==> src/rtl/addx_pkg.sv <==
package addx_pkg;

    typedef enum logic [1:0] {
        OPC_WRITE = 2'd0,
        OPC_CMP   = 2'd1,
        OPC_UNDEF = 2'd2
    } opc_e;

    typedef struct packed {
        logic       wide;
        logic [4:0] rm;
        logic [2:0] ext;
        logic [2:0] sh;
        logic [4:0] rn;
        logic [4:0] rd;
    } fields_t;

    localparam logic [4:0] IDX_SPECIAL = 5'd31;

endpackage

==> src/rtl/addx_decode.sv <==
module addx_decode
    import addx_pkg::*;
#(
    parameter int SHIFT_MAX = 4
) (
    input  logic [31:0] instr,
    output fields_t     fld,
    output opc_e        opc
);

    logic [9:0] unused_opbits;
    assign unused_opbits = instr[30:21];

    always_comb begin
        fld.wide = instr[31];
        fld.rm   = instr[20:16];
        fld.ext  = instr[15:13];
        fld.sh   = instr[12:10];
        fld.rn   = instr[9:5];
        fld.rd   = instr[4:0];
    end

    always_comb begin
        if (int'(fld.sh) > SHIFT_MAX)
            opc = OPC_UNDEF;
        else if (fld.rd == IDX_SPECIAL)
            opc = OPC_CMP;
        else
            opc = OPC_WRITE;
    end

endmodule

==> src/rtl/addx_opsel.sv <==
module addx_opsel
    import addx_pkg::*;
#(
    parameter int DATA_W = 64
) (
    input  fields_t            fld,
    input  logic [DATA_W-1:0]  rn_val,
    input  logic [DATA_W-1:0]  rm_val,
    input  logic [DATA_W-1:0]  sp_val,
    output logic [DATA_W-1:0]  op_a,
    output logic [DATA_W-1:0]  op_b
);

    localparam int HALF_W = DATA_W / 2;
    localparam int QTR_W  = DATA_W / 4;
    localparam int OCT_W  = DATA_W / 8;

    logic [DATA_W-1:0] raw_b;
    logic [DATA_W-1:0] ext_b;
    logic [DATA_W-1:0] shf_b;
    logic [DATA_W-1:0] sel_a;
    logic              fill;

    assign raw_b = (fld.rm == IDX_SPECIAL) ? '0 : rm_val;
    assign sel_a = (fld.rn == IDX_SPECIAL) ? sp_val : rn_val;

    always_comb begin
        fill  = 1'b0;
        ext_b = raw_b;
        unique case (fld.ext[1:0])
            2'b00: begin
                fill  = fld.ext[2] & raw_b[OCT_W-1];
                ext_b = {{(DATA_W-OCT_W){fill}}, raw_b[OCT_W-1:0]};
            end
            2'b01: begin
                fill  = fld.ext[2] & raw_b[QTR_W-1];
                ext_b = {{(DATA_W-QTR_W){fill}}, raw_b[QTR_W-1:0]};
            end
            2'b10: begin
                fill  = fld.ext[2] & raw_b[HALF_W-1];
                ext_b = {{(DATA_W-HALF_W){fill}}, raw_b[HALF_W-1:0]};
            end
            default: begin
                fill  = 1'b0;
                ext_b = raw_b;
            end
        endcase
    end

    assign shf_b = ext_b << fld.sh;

    always_comb begin
        op_a = sel_a;
        op_b = shf_b;
        if (!fld.wide) begin
            op_a[DATA_W-1:HALF_W] = '0;
            op_b[DATA_W-1:HALF_W] = '0;
        end
    end

endmodule

==> src/rtl/addx_sum.sv <==
module addx_sum #(
    parameter int DATA_W = 64
) (
    input  logic              wide,
    input  logic [DATA_W-1:0] op_a,
    input  logic [DATA_W-1:0] op_b,
    output logic [DATA_W-1:0] sum,
    output logic [3:0]        nzcv
);

    localparam int HALF_W = DATA_W / 2;

    logic [DATA_W:0] full;
    logic            sa, sb, sr, cout;

    assign full = {1'b0, op_a} + {1'b0, op_b};

    always_comb begin
        sum = full[DATA_W-1:0];
        if (wide) begin
            sa   = op_a[DATA_W-1];
            sb   = op_b[DATA_W-1];
            sr   = full[DATA_W-1];
            cout = full[DATA_W];
        end else begin
            sum[DATA_W-1:HALF_W] = '0;
            sa   = op_a[HALF_W-1];
            sb   = op_b[HALF_W-1];
            sr   = full[HALF_W-1];
            cout = full[HALF_W];
        end
        nzcv[3] = sr;
        nzcv[2] = (sum == '0);
        nzcv[1] = cout;
        nzcv[0] = (sa == sb) && (sr != sa);
    end

endmodule

==> src/rtl/addx_unit.sv <==
module addx_unit
    import addx_pkg::*;
#(
    parameter int DATA_W    = 64,
    parameter int SHIFT_MAX = 4
) (
    input  logic              clk,
    input  logic              rst_n,
    input  logic [31:0]       instr,
    input  logic [DATA_W-1:0] rn_val,
    input  logic [DATA_W-1:0] rm_val,
    input  logic [DATA_W-1:0] sp_val,
    output logic [DATA_W-1:0] result,
    output logic [4:0]        rd_idx,
    output logic [3:0]        flags,
    output logic              wr_en,
    output logic              undef
);

    fields_t           fld;
    opc_e              opc;
    logic [DATA_W-1:0] op_a, op_b, sum;
    logic [3:0]        nzcv;

    logic [DATA_W-1:0] res_d;
    logic [3:0]        flg_d;
    logic              wr_d, und_d;

    addx_decode #(.SHIFT_MAX(SHIFT_MAX)) u_dec (
        .instr (instr),
        .fld   (fld),
        .opc   (opc)
    );

    addx_opsel #(.DATA_W(DATA_W)) u_opsel (
        .fld    (fld),
        .rn_val (rn_val),
        .rm_val (rm_val),
        .sp_val (sp_val),
        .op_a   (op_a),
        .op_b   (op_b)
    );

    addx_sum #(.DATA_W(DATA_W)) u_sum (
        .wide (fld.wide),
        .op_a (op_a),
        .op_b (op_b),
        .sum  (sum),
        .nzcv (nzcv)
    );

    always_comb begin
        res_d = '0;
        flg_d = flags;
        wr_d  = 1'b0;
        und_d = 1'b0;
        unique case (opc)
            OPC_WRITE: begin
                res_d = sum;
                flg_d = nzcv;
                wr_d  = 1'b1;
            end
            OPC_CMP: begin
                res_d = sum;
                flg_d = nzcv;
            end
            OPC_UNDEF: begin
                und_d = 1'b1;
            end
            default: begin
                und_d = 1'b1;
            end
        endcase
    end

    always_ff @(posedge clk) begin
        if (!rst_n) begin
            result <= '0;
            rd_idx <= '0;
            flags  <= '0;
            wr_en  <= 1'b0;
            undef  <= 1'b0;
        end else begin
            result <= res_d;
            rd_idx <= fld.rd;
            flags  <= flg_d;
            wr_en  <= wr_d;
            undef  <= und_d;
        end
    end

endmodule

==> config.mk <==
export PLATFORM = sky130hd
export DESIGN_NAME = addx_unit
export DESIGN_NICKNAME = d
export VERILOG_FILES = /design/src/rtl/addx_pkg.sv /design/src/rtl/addx_decode.sv /design/src/rtl/addx_opsel.sv /design/src/rtl/addx_sum.sv /design/src/rtl/addx_unit.sv
export SDC_FILE = /design/constraint.sdc
export NUM_CORES = 1
export LEC_CHECK = 0
export BUFFER_PORTS_ARGS = -buffer_cell sky130_fd_sc_hd__buf_2
export CORE_MARGIN = 2
export CORE_UTILIZATION = 48
export CTS_CLUSTER_SIZE = 12
export DETAILED_ROUTE_END_ITERATION = 6
export GPL_ROUTABILITY_DRIVEN = 0
export MAX_ROUTING_LAYER = met4
export PLACE_DENSITY = 0.83
export SLEW_MARGIN = 20
export SYNTH_ARGS = -nofsm -noshare
export SYNTH_HDL_FRONTEND = slang
export SYNTH_SLANG_ARGS = --single-unit
==> constraint.sdc <==
create_clock -name clk -period 12.1 [get_ports clk]
set_clock_uncertainty 0.1 [all_clocks]
set_input_delay 2.42 -clock clk [delete_from_list [all_inputs] [get_ports clk]]
set_output_delay 2.42 -clock clk [all_outputs]
set_load 0.005 [all_outputs]
### Word-level counts from Yosys, hierarchy flattened

Cells that the tools add are included.

* register bits after elaboration: 75
* input port bits: 226
* output and inout bits: 75
* word-level logic and storage cells: 39

* add/subtract/negate cells: 1
* $lt $le $gt $ge: 1
* equality and inequality tests: 8
* shift operators: 1
* muxes and demuxes: 14
* bitwise operators: 3
* reduce and logical (&&, ||, !) cells: 6

Operator list (number)
* 64-bit case mux with 3 select lines: 1
* 64-bit 2-to-1 mux: 2
* 32-bit 2-to-1 mux: 3
* 64-bit by 64-bit adder with 65-bit output: 1
* 64-bit zero test: 1
* 64-bit by 3-bit left shift with 64-bit output: 1
* 5-bit == test, second input constant: 3
* 1-bit 2-to-1 mux: 7
* 2-bit by 1-bit == test with 1-bit output, second input constant: 2
* 2-bit zero test: 2
* 1-bit bitwise AND: 3
* 3-bit greater-than comparator, second input constant: 1
* 2-bit == test, second input constant: 1
* 2-bit 2-to-1 mux: 1
* 2-bit AND reduction: 1
* 2-bit OR reduction: 1
* 1-bit == test: 1
* 1-bit logical AND: 1
* 1-bit inequality test: 1

### Depth between registers and ports, before layout

* depth in word-level cells: 10
* depth in mapped cells: 25
* depth with buffers taken out: 23

### Cells and area by module

A second synthesis with hierarchy kept.

* cells, all modules: 1505
* area total of the unflattened synthesis: 10508.8 um^2

Modules (own cells, without submodules)
* addx_sum: times used 1, cells an instance 705, area an instance 4643.2 um^2
* addx_opsel: times used 1, cells an instance 610, area an instance 3563.4 um^2
* addx_unit: times used 1, cells an instance 164, area an instance 2110.8 um^2
* addx_decode: times used 1, cells an instance 26, area an instance 191.4 um^2

### Worst setup path after synthesis

No wires, ideal clock.

* path kind: in2reg
* start: input instr[10]
* end: register flags[2]
* setup time: 0.087 ns
* arrival: 7.254 ns
* required time: 11.913 ns
* path slack: 4.658 ns
* stages: 22
* buffers on the path: 5
* cell sequence: buf_1 -> clkbuf_1 -> buf_2 -> buf_2 -> mux2i_1 -> o21ai_0 -> a211oi_1 -> a21oi_1 -> ha_1 -> clkbuf_2 -> nand4_1 -> or3_1 -> or4_1 -> o211ai_1 -> o22ai_2 -> o21ai_1 -> xor2_1 -> nor4b_1 -> nand4_1 -> nor4_1 -> a41oi_1 -> o31ai_1

* longest elaborated chain between the ends: 5
* elaborated cells on any way between the ends: 10
* classes of those cells: add/sub: 1; order compare: 1; eq/ne: 1; shift: 1; mux: 3; reduce/logical: 3

Ends and longest elaborated chain
* start, declared: line addx_unit.sv:9 `input logic [31:0] instr,`
* 64-bit by 3-bit left shift with 64-bit output: line addx_opsel.sv:50 `assign shf_b = ext_b << fld.sh;`
* 32-bit 2-to-1 mux: line addx_opsel.sv:55 `if (!fld.wide) begin`
* 64-bit by 64-bit adder with 65-bit output: line addx_sum.sv:16 `assign full = {1'b0, op_a} + {1'b0, op_b};`
* 32-bit 2-to-1 mux: line addx_sum.sv:20 `if (wide) begin`
* 64-bit zero test: line addx_sum.sv:33 `nzcv[2] = (sum == '0);`
* end signal, assigned: line addx_unit.sv:86 `flags <= flg_d;`
* end, declared: line addx_unit.sv:15 `output logic [3:0] flags,`

Several ways; a longest one is shown, not always the timed one.
A chain may end at the register's enable or synchronous reset.

### Worst setup path in the final report

* start: input instr[18]
* end: register flags[0]

* longest elaborated chain between the ends: 10
* elaborated cells on any way between the ends: 14
* classes of those cells: add/sub: 1; eq/ne: 3; shift: 1; mux: 5; bitwise: 3; reduce/logical: 1

Ends and longest elaborated chain
* 5-bit == test (*): line addx_opsel.sv:24 `assign raw_b = (fld.rm == IDX_SPECIAL) ? '0 : rm_val;`
* 64-bit 2-to-1 mux (*): line addx_opsel.sv:24
* 1-bit bitwise AND, on equally long branches: line addx_opsel.sv:32, addx_opsel.sv:36, addx_opsel.sv:40
* 64-bit case mux with 3 select lines (*): line addx_opsel.sv:30 `unique case (fld.ext[1:0])`
* 64-bit by 3-bit left shift with 64-bit output (*): line addx_opsel.sv:50
* 32-bit 2-to-1 mux: line addx_opsel.sv:55
* 64-bit by 64-bit adder with 65-bit output: line addx_sum.sv:16
* 1-bit 2-to-1 mux: line addx_sum.sv:20
* 1-bit inequality test: line addx_sum.sv:35 `nzcv[0] = (sa == sb) && (sr != sa);`
* 1-bit logical AND (*): line addx_sum.sv:35

Mark *: on every way between the ends. The rest lies on a longest branch, timed or not.

==> flow_summary.json <==
{
  "top_layer": "met4",
  "syn-num-nets": 1771,
  "row_count": 52,
  "max_freq_mhz": 119.7,
  "totalPowerFinal_uw": 1155,
  "finalNetCount": 1981,
  "cts_buffer_depth": 2,
  "power_density_mw_per_mm2": 97.71,
  "synth_area_sq_mm": 0.01001,
  "worstHoldStart": "flags[2]",
  "finalSetupViolCount": 0,
  "path_cells": "buf_2 -> and3_1 -> and3_1 -> or4b_2 -> and3_1 -> or3_1 -> o21ai_0 -> o21ai_0 -> a211oi_1 -> ha_1 -> nand2_1 -> nor4_1 -> nand3_1 -> nor4_1 -> nor2_1 -> a31oi_1 -> a21oi_1 -> o21ai_1 -> mux2_2 -> or3_1 -> o211ai_1 -> a22o_1",
  "cp_top_family": "simple AND/OR/NAND/NOR gates",
  "route.detailed.drc": 2,
  "totalWireLength_um": 34380,
  "hold_depth": 2,
  "outcome": "finished with violations",
  "numCtsBuffers": 9,
  "ys_warn_count": 0,
  "cp-start-kind": "input port",
  "maxSlewViolCount": 0,
  "synth_edf_count": 0,
  "drt_pass1_iterations": 7,
  "tightest_slew_ns": 1.057,
  "tns_ns": 0,
  "grt_pass1_wl_um": 53350,
  "clockRootBuffer": "clkbuf_16",
  "post_cts_buffers": 0,
  "core_area_sq_mm": 0.02036,
  "netlist_instances": 1480,
  "grtUsageTotal_pct": 30.57,
  "ir_drop_v": 0.00007319,
  "synthToLayoutAreaGrowth_pct": 18.14,
  "dpl.hpwl_um": 27940,
  "vias": 11970,
  "hold_viol_final": 0,
  "path_buf_inv": 1,
  "grt_pass1_vias": 10500,
  "setup.worst_path.class": "in2reg",
  "synth_area_leader_cell": "dfxtp_1",
  "detail_route.vias_per_cell": 6.091,
  "async_reset_ff_share_pct": 0,
  "cts_tree": "yes",
  "die_area_sq_mm": 0.02202,
  "wl_met1_um": 14760,
  "die_w_um": 148.4,
  "r2r-end": "flags[1]",
  "layout_common_cells": "295 x nand2_1, 288 x buf_2, 177 x a21oi_1, 161 x nor2_1, 99 x o21ai_0",
  "num_io_pins": 301,
  "cp_max_fo": 21,
  "rrSetupSlack_ns": 11.35,
  "arrival_ns": 8.53,
  "antenna_found_initial": 1,
  "die_h_um": 148.4,
  "mostFrequentLayoutCell": "nand2_1",
  "cp-end-kind": "flip-flop",
  "initial_utilization_pct": 49.15,
  "clkLatencyLatePin_ns": 0.33,
  "route.met3.wl_um": 3792,
  "grt-ovfl-total": 0,
  "power_leakage_uw": 0.005595,
  "placed_area_sq_mm": 0.01147,
  "layout_worst_path_cycle_share_pct": 69.06,
  "crit_path_max_incr_delay_ns": 0.90,
  "fin_crit_ns": 8.356,
  "r2r.worst_path.cells": 2,
  "syn_area_per_cell_sq_um": 6.763,
  "final_cell_area_sq_mm": 0.01183,
  "grt_max_degree": 96,
  "cts_sinks": 75,
  "crit_required_ns": 12.28,
  "hold_slack_ns": 0.3678,
  "ys.flop_type": "dfxtp_1",
  "hold_buffers": 0,
  "drtIter0Drc": 1385,
  "maxCapViolations": 0,
  "synth_top_area_share_pct": 15.00,
  "r2r_start": "flags[1]",
  "crit_path_top_delay_cell": "or4b_2",
  "seq_area_frac_synth_pct": 15.00,
  "violations": "DRC",
  "path_clk_slew_ns": 0.06,
  "critPathMostFrequentCell": "and3_1",
  "ys_types": 86,
  "cts_resized": 0,
  "drtAntennaViolNets": 0,
  "io_buffers": 290,
  "synth-seq-cells": 75,
  "slew_headroom_pct": 29.34,
  "min_to": "flags[2]",
  "wl_met2_um": 14880,
  "routedWlPerCell_um": 17.49,
  "drive_gt1_share_pct": 22.65,
  "fin_util_pct": 58.07,
  "grt_setup_unrepaired": "false",
  "htree_levels": 3,
  "hp-class": "reg2reg",
  "synth_area_leaders": "dfxtp_1 15%, nand2_1 11%, a21oi_1 8.9%"
}
## Yosys cell counts, drive strengths merged (4+ instances only)
cell type  number
nand2         295
and3           22
and4            5
nor3b           4
nand3          20
or3            10
o31ai           5
ha             64
o21ai         109
a211oi         29
nor4            6
o211ai         13
nor2b          17
dfxtp          75
clkbuf         77
nand4          30
inv            18
mux2i          50
a31oi          11
xnor2          34
a21o           26
o21a           12
mux2           16
nor3           18
a21boi          6
or2            10
and2           17
nor2          161
a21oi         181
xor2           27
nor4b           4
o21bai         10
buf            20
mux4           19
## flip-flops by register name, summed over array words and instances (netlist names)
name	flops
flags	4
rd_idx	5
result	64
undef	1
wr_en	1
## stage by stage
stage | cells | setup slack [ns]
finish | 1966 | 3.744
global route | 1966 | 3.428
CTS | 1965 | 3.911
detailed placement | 1949 | 3.590
floorplan | 1480 | 4.658
global placement | 1949 | 3.687
## how the worst max path moves through the flow
stage	start	depth (start not counted)	to
after floorplan	instr[10]	22	flags[2]
after global placement	instr[18]	22	flags[0]
after detailed placement	instr[18]	22	flags[0]
after CTS	instr[18]	22	flags[0]
after global routing	instr[18]	22	flags[0]
final	instr[18]	22	flags[0]
## routing by layer
metal	vias up	track usage, %
li1	5728	-
met1	5417	42.28
met2	744	45.86
met3	85	4.847
met4	0	9.619
met5	-	-
## cell families (layout without fill, tap and decap cells)
logic type	count (synthesis)	count (layout)	share of synthesized area [%]
XOR/XNOR	61	61	5.338
AO/OA/AOI/OAI	443	443	27.20
adder cells (fa/ha/maj)	65	65	8.200
buffers and inverters	116	331	4.612
other	0	1	0
AND/OR/NAND/NOR	635	635	28.58
flip-flops	75	75	15.00
multiplexers	85	85	11.07
## layout make-up
class                      count  area [sq um]
fill                        1974          8539
multi-input combinational   1289          8059
clock inverter                 6         112.6
clock buffer                  10         239.0
tap                          270         337.8
sequential                    75          1501
antenna                        1         2.502
timing repair buffer         296          1501
inverter                      19         71.32
## tightest hold or removal path: stages, from the launching register on
cell and delay (ns):
dfxtp_1 0.32, nand2_1 0.05, o31ai_1 0.06
## where the power goes
group          switching, uW  total, uW  internal (uW)
registers               5.45        276            270
clock network            100        308            207
logic                    349        572            223
total                    455       1160            700
No activity file was read; power rests on OpenSTA's default activity.
